===== config.mk =====
export PLATFORM = sky130hd
export DESIGN_NAME = cjump_stack_adj
export DESIGN_NICKNAME = d
export VERILOG_FILES = /design/src/rtl/cjsa_pkg.sv /design/src/rtl/cjsa_decode.sv /design/src/rtl/cjsa_sp_add.sv /design/src/rtl/cjsa_target.sv /design/src/rtl/cjump_stack_adj.sv
export SDC_FILE = /design/constraint.sdc
export NUM_CORES = 1
export LEC_CHECK = 0
export ABC_AREA = 1
export BUFFER_PORTS_ARGS = -buffer_cell sky130_fd_sc_hd__buf_2
export CORE_MARGIN = 1.5
export CORE_UTILIZATION = 35
export DETAILED_ROUTE_END_ITERATION = 10
export PLACE_DENSITY_LB_ADDON = 0.25
export SYNTH_ARGS = -nofsm -noshare
export SYNTH_HDL_FRONTEND = slang
export SYNTH_HIERARCHICAL = 1
export SYNTH_SLANG_ARGS = --single-unit

===== constraint.sdc =====
create_clock -name clk -period 2.64 [get_ports clk]
set_input_delay 0.396 -clock clk [delete_from_list [all_inputs] [get_ports clk]]
set_output_delay 0.396 -clock clk [all_outputs]
set_load 0.005 [all_outputs]

===== src/rtl/cjsa_pkg.sv =====
package cjsa_pkg;
  localparam int unsigned INSTR_W   = 16;
  localparam int unsigned XLEN_DEF  = 64;
  localparam int unsigned WORD_W    = 32;
  localparam int unsigned IMM_W     = 5;
  localparam int unsigned IMM_LSB   = 5;
  localparam int unsigned IMM_SHIFT = 2;
  localparam int unsigned MAJ_W     = 6;
  localparam int unsigned MIN_W     = 5;
  localparam logic [MAJ_W-1:0] OPC_MAJOR = 6'b010001;
  localparam logic [MIN_W-1:0] OPC_MINOR = 5'b10011;

  typedef struct packed {
    logic             hit;
    logic [IMM_W-1:0] imm;
  } dec_t;
endpackage


===== src/rtl/cjsa_decode.sv =====
module cjsa_decode
  import cjsa_pkg::*;
(
  input  logic               valid,
  input  logic [INSTR_W-1:0] instr,
  output dec_t               dec
);
  localparam int unsigned MAJ_LSB = INSTR_W - MAJ_W;

  logic major_ok;
  logic minor_ok;

  always_comb begin
    major_ok = (instr[INSTR_W-1:MAJ_LSB] == OPC_MAJOR);
    minor_ok = (instr[MIN_W-1:0] == OPC_MINOR);
    dec.hit  = valid && major_ok && minor_ok;
    dec.imm  = instr[IMM_LSB +: IMM_W];
  end
endmodule


===== src/rtl/cjsa_sp_add.sv =====
module cjsa_sp_add
  import cjsa_pkg::*;
#(
  parameter int unsigned XLEN = XLEN_DEF
) (
  input  logic [XLEN-1:0]  sp,
  input  logic [IMM_W-1:0] imm,
  output logic [XLEN-1:0]  sum_sext,
  output logic             unpred
);
  localparam int unsigned PAD_W = WORD_W - IMM_W - IMM_SHIFT;
  localparam int unsigned EXT_W = XLEN - WORD_W;
  localparam int unsigned TOP_W = XLEN - WORD_W + 1;

  logic [WORD_W-1:0] inc;
  logic [WORD_W-1:0] sum;
  logic [TOP_W-1:0]  upper;

  always_comb begin
    inc      = {{PAD_W{1'b0}}, imm, {IMM_SHIFT{1'b0}}};
    sum      = sp[WORD_W-1:0] + inc;
    sum_sext = {{EXT_W{sum[WORD_W-1]}}, sum};
    upper    = sp[XLEN-1:WORD_W-1];
    unpred   = !((&upper) || (~|upper));
  end
endmodule


===== src/rtl/cjsa_target.sv =====
module cjsa_target #(
  parameter int unsigned XLEN     = 64,
  parameter bit          WIDE_ISA = 1'b1
) (
  input  logic [XLEN-1:0] ra,
  output logic [XLEN-1:0] pc,
  output logic            isa_mode,
  output logic            addr_err
);
  always_comb pc = {ra[XLEN-1:1], 1'b0};

  generate
    if (WIDE_ISA) begin : g_wide
      always_comb begin
        isa_mode = ra[0];
        addr_err = !ra[0] && ra[1];
      end
    end else begin : g_narrow
      always_comb begin
        isa_mode = 1'b1;
        addr_err = !ra[0];
      end
    end
  endgenerate
endmodule


===== src/rtl/cjump_stack_adj.sv =====
module cjump_stack_adj
  import cjsa_pkg::*;
#(
  parameter int unsigned XLEN     = XLEN_DEF,
  parameter bit          WIDE_ISA = 1'b1
) (
  input  logic               clk,
  input  logic               rst_n,
  input  logic               valid_i,
  input  logic [INSTR_W-1:0] instr_i,
  input  logic [XLEN-1:0]    ra_i,
  input  logic [XLEN-1:0]    sp_i,
  output logic               match_o,
  output logic               redirect_o,
  output logic [XLEN-1:0]    pc_o,
  output logic               isa_mode_o,
  output logic               sp_we_o,
  output logic [XLEN-1:0]    sp_wdata_o,
  output logic               flush_o,
  output logic               addr_err_o,
  output logic               sp_unpred_o
);
  logic               vld_q, vld_d;
  logic [INSTR_W-1:0] instr_q, instr_d;
  logic [XLEN-1:0]    ra_q, ra_d;
  logic [XLEN-1:0]    sp_q, sp_d;
  logic               load_en;

  dec_t            dec;
  logic [XLEN-1:0] tgt_pc;
  logic            tgt_isa;
  logic            tgt_err;
  logic [XLEN-1:0] sp_new;
  logic            sp_odd;

  // next-state: the data stage loads only when a word is offered
  always_comb begin
    load_en = valid_i;
    vld_d   = valid_i;
    instr_d = load_en ? instr_i : instr_q;
    ra_d    = load_en ? ra_i    : ra_q;
    sp_d    = load_en ? sp_i    : sp_q;
  end

  always_ff @(posedge clk or negedge rst_n) begin
    if (!rst_n) begin
      vld_q   <= 1'b0;
      instr_q <= '0;
      ra_q    <= '0;
      sp_q    <= '0;
    end else begin
      vld_q   <= vld_d;
      instr_q <= instr_d;
      ra_q    <= ra_d;
      sp_q    <= sp_d;
    end
  end

  cjsa_decode u_dec (
    .valid (vld_q),
    .instr (instr_q),
    .dec   (dec)
  );

  cjsa_target #(.XLEN(XLEN), .WIDE_ISA(WIDE_ISA)) u_tgt (
    .ra       (ra_q),
    .pc       (tgt_pc),
    .isa_mode (tgt_isa),
    .addr_err (tgt_err)
  );

  cjsa_sp_add #(.XLEN(XLEN)) u_add (
    .sp       (sp_q),
    .imm      (dec.imm),
    .sum_sext (sp_new),
    .unpred   (sp_odd)
  );

  // every result is gated by the decode hit; a miss leaves all outputs quiet
  always_comb begin
    match_o     = dec.hit;
    redirect_o  = dec.hit;
    sp_we_o     = dec.hit;
    flush_o     = dec.hit;
    pc_o        = dec.hit ? tgt_pc : '0;
    isa_mode_o  = dec.hit && tgt_isa;
    addr_err_o  = dec.hit && tgt_err;
    sp_wdata_o  = dec.hit ? sp_new : '0;
    sp_unpred_o = dec.hit && sp_odd;
  end
endmodule


# After elaboration in Yosys (flattened, before gate mapping)
# Cells that the tools add are included.
# Widths: inputs -> output; s select.
[word_totals]
register_bits = 145
in_bits = 147
output_inout_bits = 135
elab_cells = 21
[classes]
addsub = 1
n_eq_ne = 2
muxes = 2
n_reduce_logical = 12
[ops]
columns = ["operator", "n"]
rows = [
  ["$mux 64", 2],
  ["$reduce_and 33->1", 1],
  ["$reduce_or 33->1", 1],
  ["$add 32x7->32", 1],
  ["$eq 6x5->1 const B", 1],
  ["$logic_and 1x1->1", 6],
  ["$eq 5x5->1 const B", 1],
  ["$logic_not 1->1", 3],
  ["$logic_or 1x1->1", 1],
]

# Depth between registers and ports, before layout
[depth]
ltp_word = 5
ltp_mapped = 14
depth_no_buf = 13

# By module
# Netlist, hierarchy kept.
[modules_own_cells]
columns = ["mod", "instances", "cells_per_inst", "area_per_inst_um2", "seq_area_each_um2"]
rows = [
  ["cjump_stack_adj", 1, 889, 6556.3, 3628.5],
  ["cjsa_sp_add", 1, 338, 1671.6, 0.0],
  ["cjsa_target", 1, 68, 501.7, 0.0],
  ["cjsa_decode", 1, 18, 92.6, 0.0],
]

# Worst setup path before layout
# No wires, ideal clock.
[synth_path]
path_type = "reg-to-output"
startpoint = "register instr_q[7]"
endpoint = "output sp_wdata_o[32]"
t_arrival_ps = 2184
required_ps = 2244
slack_ps = 60
stages_incl_launch_ff = 13
n_path_buf = 2
cell_sequence = "dfrtp_1 -> buf_4 -> ha_1 -> nand2_1 -> nand3_2 -> nand2_2 -> nand2_4 -> nand3_1 -> nand2_1 -> nand2_1 -> buf_4 -> nand2_1 -> inv_1"
[synth_via]
elab_chain_cells = 2
[synth_rtl]
columns = ["item", "line", "source"]
rows = [
  ["from (decl)", "cjump_stack_adj.sv:24", "logic [INSTR_W-1:0] instr_q, instr_d;"],
  ["from (signal assigned)", "cjump_stack_adj.sv:53", "instr_q <= instr_d;"],
  ["$add 32x7->32", "cjsa_sp_add.sv:21", "sum = sp[WORD_W-1:0] + inc;"],
  ["net sp_new[31]", "cjump_stack_adj.sv:33", "logic [XLEN-1:0] sp_new;"],
  ["$mux 64", "cjump_stack_adj.sv:88", "sp_wdata_o = dec.hit ? sp_new : '0;"],
  ["to (decl)", "cjump_stack_adj.sv:18", "output logic [XLEN-1:0] sp_wdata_o,"],
]
# The timed path passes the listed nets, and every way through them passes these cells.

# Worst setup path after layout
[layout_path]
startpoint = "register instr_q[5]"
endpoint = "output sp_wdata_o[30]"
# Same word-level chain as after synthesis.

==> reports/metrics.csv <==
stage,metric,value,unit
clock_network,buffer cell driving the clock tree root,clkbuf_16,
worst_hold_path,Hold Path Class,in2reg,
synth,"Cell Area, Synth",8822,sq um
synth,share of cell area taken by muxes after synthesis,0,%
route,Routed Antenna Nets,0,
setup_path,sort of element at the end of the critical path,output pin,
final_layout,share of final-layout standard cells stronger than drive strength 1,27.64,%
setup_path,launching element type of the critical path,flip-flop,
final_layout,area used by multi-input combinational logic,3626,sq um
timing,PnR worst setup slack,0.003466,ns
timing,worst-case clock skew,0,ns
route,average wire length per cell after detail routing,12.32,microns
timing,final setup violation count,0,
final_layout,post-synthesis to final-layout area growth,21.25,%
timing,worst-margin pin slew,0.5910,ns
synth,most frequent cells after synthesis,"nand2_1 (699), inv_1 (177), dfrtp_1 (145), buf_4 (130), nor2_1 (56)",
global_routing,Global Route Usage Sum,17.04,%
floorplanning,area enclosed by the die boundary,26170,sq um
place,I/O Buffers,280,
setup_path,kind of critical path,reg2out,
final_layout,Post-Layout Cell Count,1824,
timing,max_slew headroom,60.60,%
synth,most used flip-flop cell after synthesis,dfrtp_1,
clock_network,number of buffers on the longest clock path,2,
timing,setup repair after global routing missed its margin,yes,
synth,leading post-synthesis cells by cell area,"dfrtp_1 (41%), nand2_1 (30%), buf_4 (11%), inv_1 (7.5%), nor2_1 (2.4%)",
floorplanning,starting density of the core,35.96,%
clock_network,clock tree from TritonCTS,yes,
setup_path,critical path data arrival time,2.24,ns
synth,sequential element share of the synthesized area,41.13,%
timing,"Hold Violations, Final",0,
final_layout,number of filler instances in the final layout,2653,
synth,most frequent cell after synthesis,nand2_1,
synth,Post-Synth XOR/XNOR Area,0.9928,%
route,vias post-DR,7773,
place,Setup Slack @ Placement,0.3033,ns
floorplanning,row count,57,
synth,Yosys top cell by area,dfrtp_1,
run,max capacitance violation total,0,
timing,highest attainable clock frequency,0.3793,GHz
synth,"Avg Cell Area, Syn",6.719,sq um
clock_network,CTS HTree Levels,4,
place,cell count after placement,1773,
route,# DRC,0,
route,first-pass iteration count of the detailed router,5,
global_routing,number of global-route vias before repair,7277,
floorplanning,count of boundary I/O pins,282,
power_and_ir_drop,pwr dens,548.9,nW/um^2
clock_network,total CTS buffers,17,
timing,Pins Over Slew Limit,0,
global_routing,number of antenna violations at the first check in global routing,5,
place,Detail Placement HPWL,15740,microns
global_routing,pin count of the biggest net entering global routing,101,
setup_path,r2r worst-path depth,4,
route,average vias per placed instance,4.262,
synth,main combinational cell family by area after synthesis,simple AND/OR/NAND/NOR gates,
synth,Yosys reg bits,145,
timing,"Period Utilization, post-route",99.87,%
setup_path,flop-to-flop setup slack,1.75,ns
final_layout,FF+latch area,3633,sq um
floorplanning,core area,24530,sq um
synth,fraction of synthesized cell area taken by the top area cell type,41.13,%
clock_network,CTS sink cnt,145,
route,sum of routed wire length over all layers,22470,microns
synth,Post-Synth Adder-Cell Area,0.9360,%
place,RePlAce Congestion,0.8239,
setup_path,Critical Path End,sp_wdata_o[30],
synth,synthesized instance count,1313,
setup_path,worst reg2reg path startpoint,instr_q[5]$_DFFE_PN0P_,
synth,simple logic cell fraction of the synthesized area,36.76,%
synth,number of synthesized flops with an enable pin,0,
synth,Syn. warnings,6,
timing,minimum period implied by the final worst setup slack,2.637,ns
synth,number of distinct library cell variants in the gate-level netlist after synthesis,27,
setup_path,CP startpoint,instr_q[5]$_DFFE_PN0P_,
synth,fraction of the mapped netlist area in compound gates,0.09928,%
setup_path,Crit path required time,2.24,ns
power_and_ir_drop,total power,5.871,mW
floorplanning,chip width,161.8,microns
floorplanning,overall die height,161.8,microns
power_and_ir_drop,largest vdd supply drop,0.0003320,V
final_layout,number of nets at the end of the flow,1638,
setup_path,top fanout value on the critical path,3,
clock_network,Clock Latency Late Sink,0.41,ns
setup_path,RR Endpoint,instr_q[5]$_DFFE_PN0P_,
synth,Synth async-reset ratio,100.0,%
route,DRT iter0 DRCs,363,
clock_network,clock-pin slew on the worst setup and hold paths,0.07,ns
outcome,result of the run,"finished, final reports clean",
global_routing,total overflow reported by the global router,0,
power_and_ir_drop,leakage power summed over all cells,7.009,nW
global_routing,first-pass GRT wire length,35710,microns
synth,post-synthesis net count,1466,
-- logic make-up after synthesis --
logic type | Yosys count
and+or+nand+nor | 819
DFF | 145
xor gates and xnor gates | 10
AOI/OAI and AO/OA | 1
buffers and inverters | 331
other | 1
adders and majority gates | 6
-- worst max-delay path, stage by stage (launching register included) --
cell and delay, ns:
dfrtp_1 0.39, ha_4 0.16, inv_2 0.04, fa_2 0.36, inv_2 0.08, nand2_2 0.07
nand2_4 0.09, nand2_4 0.07, o21ai_4 0.19, nand3_2 0.09, nand2_1 0.07, nand2_1 0.05
inv_1 0.06, buf_2 0.10
-- repair_timing --
| action | in CTS | in global routing |
|---|---|---|
| hold buffers | 1 | 0 |
| gates resized for setup | 17 | 54 |
| pin swaps | 6 | 9 |
| buffers inserted | 7 | 6 |
| setup endpoints to repair | 39 | 45 |
| endpoints found under the hold margin | 48 | 0 |
| gates cloned | 1 | 2 |
-- flip-flops by register name (all words and copies together) (netlist names) --
name	cells
instr_q	16
ra_q	64
sp_q	64
vld_q	1
-- area by class of cell --
cell class | instances | share of cell area, %
Timing Repair Buffer | 306 | 16.34
Clock inverter | 14 | 1.579
Antenna cell | 2 | 0.04679
Inverter | 178 | 6.270
Clock buffer | 18 | 4.106
Multi-Input combinational cell | 837 | 33.90
Tap cell | 324 | 3.790
Sequential cell | 145 | 33.97
-- power breakdown --
part | internal (mW) | switching (mW)
combinational | 0.335 | 0.451
clock | 1.45 | 1.06
sequential | 2.42 | 0.152
-- routing by layer --
metal | GRT usage [%] | vias to the layer above | share of wire [%] | wire length [microns]
met5 | 0 | - | 0.18 | 41
met4 | 4.295 | 6 | 1.2 | 274
met3 | 4.137 | 28 | 5.5 | 1235
met2 | 28.52 | 193 | 48 | 10750
met1 | 22.11 | 3498 | 45 | 10170
li1 | - | 4048 | - | -
-- cell usage in the layout (no fill, tap or decap), types with 3 or more instances in the layout --
cell type,count
clkinv_4,3
nor3_1,5
buf_4,17
inv_1,166
ha_4,4
clkbuf_16,19
nand4_1,6
nor2_1,55
inv_2,11
nor2_2,6
nand2_2,29
nand3b_1,7
dfrtp_1,141
buf_2,275
nand3_2,5
buf_6,5
inv_6,6
nand2_1,670
nand3_1,19
dfrtp_2,4
nand2_4,9
buf_12,5
nor2_4,4
xor2_1,8
-- worst min path at each step --
stage / to / slack [ns] / cells past startpoint / start
final: sp_q[50]$_DFFE_PN0P_ / 0.16 / 3 / sp_i[50]
after global routing: sp_q[49]$_DFFE_PN0P_ / 0.15 / 3 / sp_i[49]
after CTS: sp_q[49]$_DFFE_PN0P_ / 0.15 / 3 / sp_i[49]
after detailed placement: sp_q[46]$_DFFE_PN0P_ / 0.38 / 1 / rst_n
after global placement: sp_q[45]$_DFFE_PN0P_ / 0.38 / 1 / rst_n
after floorplan: instr_q[0]$_DFFE_PN0P_ / 0.10 / 0 / rst_n
-- through the flow --
stage	util, %	setup TNS [ns]	instance area (sq um)	hold slack [ns]
floorplan	-	0	8822	0.1004
global placement	39.44	0	9676	0.3804
detailed placement	39.44	0	9676	0.3807
CTS	42.56	0	10440	0.1464
global route	43.58	-1.400	10690	0.1529
finish	43.60	0	10700	0.1642
Note: power is estimated with default switching activity, not from simulation.
